[config.mk]
export PLATFORM = sky130hd
export DESIGN_NAME = boot_release_seq
export DESIGN_NICKNAME = d
export VERILOG_FILES = /design/src/rtl/boot_seq_pkg.sv /design/src/rtl/boot_strap_latch.sv /design/src/rtl/doorbell_unit.sv /design/src/rtl/rom_byte_packer.sv /design/src/rtl/boot_release_seq.sv
export SDC_FILE = /design/constraint.sdc
export NUM_CORES = 1
export LEC_CHECK = 0
export BUFFER_PORTS_ARGS = -buffer_cell sky130_fd_sc_hd__buf_2
export CAP_MARGIN = 20
export CORE_MARGIN = 1.5
export CORE_UTILIZATION = 40
export DETAILED_ROUTE_END_ITERATION = 8
export SKIP_LAST_GASP = 1
export SYNTH_ARGS = -nofsm -noshare
export SYNTH_HDL_FRONTEND = slang
export SYNTH_SLANG_ARGS = --single-unit
[constraint.sdc]
create_clock -name clk -period 4.5 [get_ports clk]
set_clock_uncertainty 0.1 [all_clocks]
set_input_delay 0.225 -clock clk [delete_from_list [all_inputs] [get_ports clk]]
set_output_delay 0.225 -clock clk [all_outputs]
set_load 0.02 [all_outputs]
[src/rtl/boot_seq_pkg.sv]
package boot_seq_pkg;

  typedef enum logic [1:0] {
    BK_NONE = 2'd0,
    BK_HOST = 2'd1,
    BK_ROM  = 2'd2
  } boot_kind_e;

  // 01 = host, 10 = ROM, anything else runs with no boot
  function automatic boot_kind_e decode_strap(input logic [1:0] s);
    boot_kind_e k;
    case (s)
      2'b01:   k = BK_HOST;
      2'b10:   k = BK_ROM;
      default: k = BK_NONE;
    endcase
    return k;
  endfunction

endpackage

[src/rtl/boot_strap_latch.sv]
module boot_strap_latch
  import boot_seq_pkg::*;
(
  input  logic       clk,
  input  logic       rst_n,
  input  logic [1:0] mode_pins,
  input  logic       endian_pin,
  output logic       armed,
  output logic       first_cycle,
  output boot_kind_e kind_now,
  output boot_kind_e kind_q,
  output logic       big_endian_q
);

  logic armed_q;
  logic load_en;

  always_comb begin
    kind_now    = decode_strap(mode_pins);
    load_en     = !armed_q;
    first_cycle = !armed_q;
    armed       = armed_q;
  end

  always_ff @(posedge clk or negedge rst_n) begin
    if (!rst_n) begin
      armed_q      <= 1'b0;
      kind_q       <= BK_NONE;
      big_endian_q <= 1'b0;
    end else if (load_en) begin
      armed_q      <= 1'b1;
      kind_q       <= kind_now;
      big_endian_q <= endian_pin;
    end
  end

endmodule

[src/rtl/doorbell_unit.sv]
module doorbell_unit (
  input  logic clk,
  input  logic rst_n,
  input  logic ring0,
  input  logic ring1,
  input  logic port_sel,
  input  logic clr,
  input  logic stalled,
  output logic flag,
  output logic accept,
  output logic irq
);

  logic flag_q, flag_d;
  logic irq_q, irq_d;
  logic ring_sel;

  always_comb begin
    ring_sel = port_sel ? ring1 : ring0;
    accept   = ring_sel && !flag_q && !clr;
    flag_d   = clr ? 1'b0 : (flag_q || accept);
    irq_d    = accept && !stalled;
    flag     = flag_q;
    irq      = irq_q;
  end

  always_ff @(posedge clk or negedge rst_n) begin
    if (!rst_n) begin
      flag_q <= 1'b0;
      irq_q  <= 1'b0;
    end else begin
      flag_q <= flag_d;
      irq_q  <= irq_d;
    end
  end

  // only the core clear can drop the flag
  a_r7_flag_holds: assert property (@(posedge clk) disable iff (!rst_n)
    (flag_q && !clr) |=> flag_q);

endmodule

[src/rtl/rom_byte_packer.sv]
module rom_byte_packer #(
  parameter int ROM_BYTES = 1024,
  parameter int ROM_AW    = 32,
  parameter int MEM_AW    = 32,
  parameter logic [ROM_AW-1:0] ROM_BASE = '0
) (
  input  logic              clk,
  input  logic              rst_n,
  input  logic              start,
  input  logic              big_endian,
  output logic              rom_req,
  output logic [ROM_AW-1:0] rom_addr,
  input  logic              rom_valid,
  input  logic [7:0]        rom_data,
  output logic              mem_we,
  output logic [MEM_AW-1:0] mem_addr,
  output logic [31:0]       mem_wdata,
  output logic              copy_done
);

  localparam int CW = $clog2(ROM_BYTES);
  localparam logic [CW-1:0] LAST_IDX = CW'(ROM_BYTES - 1);

  logic          busy_q, busy_d;
  logic          wait_q, wait_d;
  logic          req_q, req_d;
  logic          be_q, be_d;
  logic [CW-1:0] cnt_q, cnt_d;
  logic [31:0]   sh_q, sh_d;
  logic          we_q, we_d;
  logic [31:0]   wdata_q, wdata_d;
  logic [CW-1:0] waddr_q, waddr_d;
  logic          done_q, done_d;
  logic [31:0]   packed_w;

  always_comb begin
    packed_w = be_q ? {sh_q[23:0], rom_data} : {rom_data, sh_q[31:8]};
    busy_d  = busy_q;
    wait_d  = wait_q;
    be_d    = be_q;
    cnt_d   = cnt_q;
    sh_d    = sh_q;
    wdata_d = wdata_q;
    waddr_d = waddr_q;
    req_d   = 1'b0;
    we_d    = 1'b0;
    done_d  = 1'b0;
    if (start) begin
      busy_d = 1'b1;
      wait_d = 1'b0;
      cnt_d  = '0;
      be_d   = big_endian;
    end else if (busy_q) begin
      if (!wait_q) begin
        req_d  = 1'b1;
        wait_d = 1'b1;
      end else if (rom_valid) begin
        sh_d   = packed_w;
        wait_d = 1'b0;
        cnt_d  = cnt_q + 1'b1;
        if (cnt_q[1:0] == 2'b11) begin
          we_d    = 1'b1;
          wdata_d = packed_w;
          waddr_d = {cnt_q[CW-1:2], 2'b00};
        end
        if (cnt_q == LAST_IDX) begin
          busy_d = 1'b0;
          done_d = 1'b1;
        end
      end
    end
  end

  always_ff @(posedge clk or negedge rst_n) begin
    if (!rst_n) begin
      busy_q  <= 1'b0;
      wait_q  <= 1'b0;
      req_q   <= 1'b0;
      be_q    <= 1'b0;
      cnt_q   <= '0;
      sh_q    <= '0;
      we_q    <= 1'b0;
      wdata_q <= '0;
      waddr_q <= '0;
      done_q  <= 1'b0;
    end else begin
      busy_q  <= busy_d;
      wait_q  <= wait_d;
      req_q   <= req_d;
      be_q    <= be_d;
      cnt_q   <= cnt_d;
      sh_q    <= sh_d;
      we_q    <= we_d;
      wdata_q <= wdata_d;
      waddr_q <= waddr_d;
      done_q  <= done_d;
    end
  end

  always_comb begin
    rom_req   = req_q;
    rom_addr  = ROM_BASE + {{(ROM_AW-CW){1'b0}}, cnt_q};
    mem_we    = we_q;
    mem_addr  = {{(MEM_AW-CW){1'b0}}, waddr_q};
    mem_wdata = wdata_q;
    copy_done = done_q;
  end

  // a request is never followed directly by another request
  a_r8_single_outstanding: assert property (@(posedge clk) disable iff (!rst_n)
    rom_req |=> !rom_req);

  // a word write always follows a returned byte
  a_r10_write_after_byte: assert property (@(posedge clk) disable iff (!rst_n)
    mem_we |-> $past(rom_valid));

endmodule

[src/rtl/boot_release_seq.sv]
module boot_release_seq
  import boot_seq_pkg::*;
#(
  parameter int ROM_BYTES = 1024,
  parameter int ROM_AW    = 32,
  parameter int MEM_AW    = 32,
  parameter logic [ROM_AW-1:0] ROM_BASE = 32'h9000_0000
) (
  input  logic              clk,
  input  logic              rst_n,
  input  logic [1:0]        boot_mode_strap,
  input  logic              big_endian_strap,
  input  logic              host_port_strap,
  input  logic              host0_doorbell,
  input  logic              host1_doorbell,
  input  logic              core_doorbell_clr,
  output logic              rom_req,
  output logic [ROM_AW-1:0] rom_addr,
  input  logic              rom_valid,
  input  logic [7:0]        rom_data,
  output logic              mem_we,
  output logic [MEM_AW-1:0] mem_addr,
  output logic [31:0]       mem_wdata,
  output logic              core_stall,
  output logic              boot_done,
  output logic              doorbell_flag,
  output logic              core_irq
);

  logic       armed, first_cycle, big_q;
  boot_kind_e kind_now, kind_q;
  logic       db_accept, copy_done, start_copy, release_ev;
  logic       stall_q, stall_d, done_q, done_d;

  boot_strap_latch u_straps (
    .clk          (clk),
    .rst_n        (rst_n),
    .mode_pins    (boot_mode_strap),
    .endian_pin   (big_endian_strap),
    .armed        (armed),
    .first_cycle  (first_cycle),
    .kind_now     (kind_now),
    .kind_q       (kind_q),
    .big_endian_q (big_q)
  );

  doorbell_unit u_bell (
    .clk      (clk),
    .rst_n    (rst_n),
    .ring0    (host0_doorbell),
    .ring1    (host1_doorbell),
    .port_sel (host_port_strap),
    .clr      (core_doorbell_clr),
    .stalled  (stall_q),
    .flag     (doorbell_flag),
    .accept   (db_accept),
    .irq      (core_irq)
  );

  rom_byte_packer #(
    .ROM_BYTES (ROM_BYTES),
    .ROM_AW    (ROM_AW),
    .MEM_AW    (MEM_AW),
    .ROM_BASE  (ROM_BASE)
  ) u_copy (
    .clk        (clk),
    .rst_n      (rst_n),
    .start      (start_copy),
    .big_endian (big_endian_strap),
    .rom_req    (rom_req),
    .rom_addr   (rom_addr),
    .rom_valid  (rom_valid),
    .rom_data   (rom_data),
    .mem_we     (mem_we),
    .mem_addr   (mem_addr),
    .mem_wdata  (mem_wdata),
    .copy_done  (copy_done)
  );

  always_comb begin
    start_copy = first_cycle && (kind_now == BK_ROM);
    release_ev = (first_cycle && (kind_now == BK_NONE))
               || (armed && (kind_q == BK_HOST) && db_accept)
               || copy_done;
    stall_d = stall_q && !release_ev;
    done_d  = stall_q && release_ev;
  end

  always_ff @(posedge clk or negedge rst_n) begin
    if (!rst_n) begin
      stall_q <= 1'b1;
      done_q  <= 1'b0;
    end else begin
      stall_q <= stall_d;
      done_q  <= done_d;
    end
  end

  always_comb begin
    core_stall = stall_q;
    boot_done  = done_q;
  end

  logic unused_big;
  assign unused_big = big_q;

  // once released the core keeps running until reset
  a_r4_stall_sticky: assert property (@(posedge clk) disable iff (!rst_n)
    !core_stall |=> !core_stall);

  // the done pulse marks the first running cycle
  a_r11_done_on_release: assert property (@(posedge clk) disable iff (!rst_n)
    boot_done |-> (!core_stall && $past(core_stall)));

  // no interrupt comes from a ring taken while stalled
  a_r6_no_irq_from_stall: assert property (@(posedge clk) disable iff (!rst_n)
    core_irq |-> !$past(core_stall));

endmodule

==> metrics <==
Clock H-tree levels 3; crit start category flop; FF/Latch Area 2380 sq um; multi-input gate area in the final layout 1910 sq um; deepest clock path buffer count 2; starting density of the core between 40% and 50%; Slew Limit Headroom about a quarter; max-cap violations 0; Least-Margin Pin Slew 1.11 ns; minimum clock period 2.37 ns; Reg clk slew, reported paths 0.06 ns; Detailed Route Iter0 Violations 52; layout cells sized above 1 45.9%; CTS tree built; Final Util 47.4%; Hold Crit Start big_endian_strap; Root Buffer clkbuf_16; antenna violations before repair 0; Mapped Cells 341; Post-DP HPWL 5290 microns; GRT overflow 0; RSZ-0062 raised after global routing false; Port Buffers 73; DR vias/cell between 4 and 5; post_cts resized 0; total power 3.06 mW; worst-path cell chain nand3_2 -> nand2b_2 -> mux2_4; Reg2Reg Launch Point u_copy.busy_q; Critical Path Slowest Stage Cell nand2b_2; CTS sink cnt 95; largest net degree at the start of global routing 60; CP Buf/Inv Count 0; Inserted Diodes 0; status complete, no violations; P_leak 2.71 nW; Fin. Hold Viols 0; vias 2648; vias in the first global route roughly 2500; Synth cell types 33; VDD IR max 0.000241 V; P per Cell Area slightly below 600 nW/um^2; wire length per cell 14.2 microns; max-slew violations 0; Yosys reg bits 95; CP Data Required Time between 4 and 5 ns; final period utilization a little over half; Hold WC Path Type primary input to flop; crit-path leading delay family simple AND/OR/NAND/NOR gates; crit path max fanout 32; core area ~11000 sq um; DP Area between 4000 and 5000 sq um; Layout Nets 436; Die ar. 12100 sq um; CP endpoint kind flop; row count 38; first-pass GRT wire length 12600 microns; Max Fclk 423 MHz; Fill cells 1029; Top Ports 120; sequential area share after synthesis just over 50%; Yosys warnings 0; Final Cell Area 5200 sq um; Worst Setup SP u_copy.busy_q; Post-Route WL 7900 microns; first drt pass iteration count 4; Residual DRC 0; clock buffer count from CTS 9; final setup vio count 0; Die H 110 microns; critical path class flop to flop; Post-Syn Area 4580 sq um; total track usage between 10% and 20%; peak per-stage delay on the critical path 0.82 ns; setup TNS 0 ns; syn_area_per_cell 13.4 sq um; routability-driven placement congestion ratio 0.732; ANT nets after route 0; Die W 110 microns; Area growth syn-to-layout 13.5%; critical path data arrival time roughly 2.5 ns; Hold WS 0.0148 ns; clk_lat worst skew 0.33 ns
[per-layer routing]
metal | vias up | GRT usage [%] | wire [microns]
li1 | 1246 | - | -
met1 | 1313 | 18.6 | 3710
met2 | 77 | 21.3 | 3610
met3 | 12 | 2.35 | 412
met4 | 0 | 7.51 | 174
met5 | - | 0 | 0
[metrics by stage]
stage               instances  setup WS, ns
floorplan                 386          2.75
global placement          540          1.86
detailed placement        541          2.12
CTS                       558          2.11
global route              558          1.98
finish                    558          2.13
[repair_timing]
item / CTS / global route
buffers inserted: 0 / 0
setup endpoints to repair: 0 / 0
hold buffers: 2 / 0
hold endpoints to repair: 37 / 0
[synth_stat cells]
library cell | instances | share of area [%]
dfstp_2 | 1 | 0.57
nand2_1 | 10 | 0.82
and2_1 | 1 | 0.14
nand4_1 | 3 | 0.41
o211a_1 | 1 | 0.22
inv_1 | 6 | 0.49
dfrtp_1 | 94 | 51
and3_1 | 1 | 0.14
o21ai_0 | 6 | 0.66
buf_4 | 48 | 7.9
or4_1 | 3 | 0.49
conb_1 | 2 | 0.16
nand2b_1 | 4 | 0.55
a21oi_1 | 5 | 0.55
a21o_1 | 1 | 0.16
and3b_1 | 1 | 0.19
xor2_1 | 2 | 0.38
mux2_1 | 2 | 0.49
mux2_2 | 71 | 17
o31ai_1 | 3 | 0.49
buf_2 | 7 | 0.76
buf_6 | 3 | 0.74
clkbuf_1 | 3 | 0.25
nor4_1 | 2 | 0.27
a311oi_1 | 1 | 0.19
nor2_1 | 9 | 0.74
mux2_4 | 28 | 9.2
ha_1 | 4 | 1.1
nor2b_1 | 3 | 0.41
nand3_2 | 2 | 0.44
or3_1 | 3 | 0.41
mux2i_1 | 7 | 1.5
nand3_1 | 4 | 0.44
[placed cells by master, fill, tap and decap left out, drive strengths merged]
cell type,count
o31ai,3
conb,47
inv,6
nand2,10
o211a,1
xor2,2
ha,4
and2,1
and3,1
a21o,1
nor2,9
mux2,101
o21ai,6
or4,3
dfstp,1
or3,3
a311oi,1
mux2i,7
nand4,3
nor4,2
dlygate4sd3,2
a21oi,5
nand2b,4
dfrtp,94
clkinv,2
and3b,1
clkbuf,12
bufinv,1
nand3,6
nor2b,3
buf,76
[tightest hold or removal path, cell delays in order]
cell and delay (ns):
buf_2 0.09, nand2_1 0.05, nand2_1 0.05
[sequential cells by signal, summed over array words and instances (netlist names), 2 cells and up]
name	flops
u_straps.kind_q	2
u_copy.cnt_q	10
u_copy.sh_q	32
u_copy.waddr_q	8
u_copy.mem_wdata	32
[cells by family after synthesis]
kind of cell	after synthesis	share of synthesized area (%)
compound gates	17	2.27
fa+ha+maj	4	1.09
other cells	2	0.164
simple gates	46	5.43
flops	95	51.9
mux	108	28.6
xor+xnor	2	0.382
buf+inv	67	10.1
[final timing paths]
| check | depth (start not counted) | slack, ns | endpoint |
|---|---|---|---|
| worst min-delay path | 3 | 0.01 | u_copy.be_q |
| max in group asynchronous | 3 | 2.89 | u_copy.waddr_q[8] |
| worst max-delay path | 3 | 2.13 | u_copy.sh_q[9] |
| worst max register to register | 3 | 2.13 | u_copy.sh_q[9] |
| min in group asynchronous | 2 | 0.32 | u_copy.waddr_q[2] |
| worst min register to register | 2 | 0.38 | u_copy.be_q |
[where the power goes]
group | internal, mW | switching, mW | leakage [nW]
registers | 1.14 | 0.176 | 1.21
logic | 0.517 | 0.492 | 1.36
clock network | 0.443 | 0.300 | 0.143
[layout make-up]
type,count,share of cell area [%]
clock buffers,12,4.74
well taps,140,3.37
clock inverters,3,0.842
repair buffers,78,8.13
multi-input cells,224,36.8
flip-flops and latches,95,45.7
inverters,6,0.433
Power figures use the tool's default switching activity.
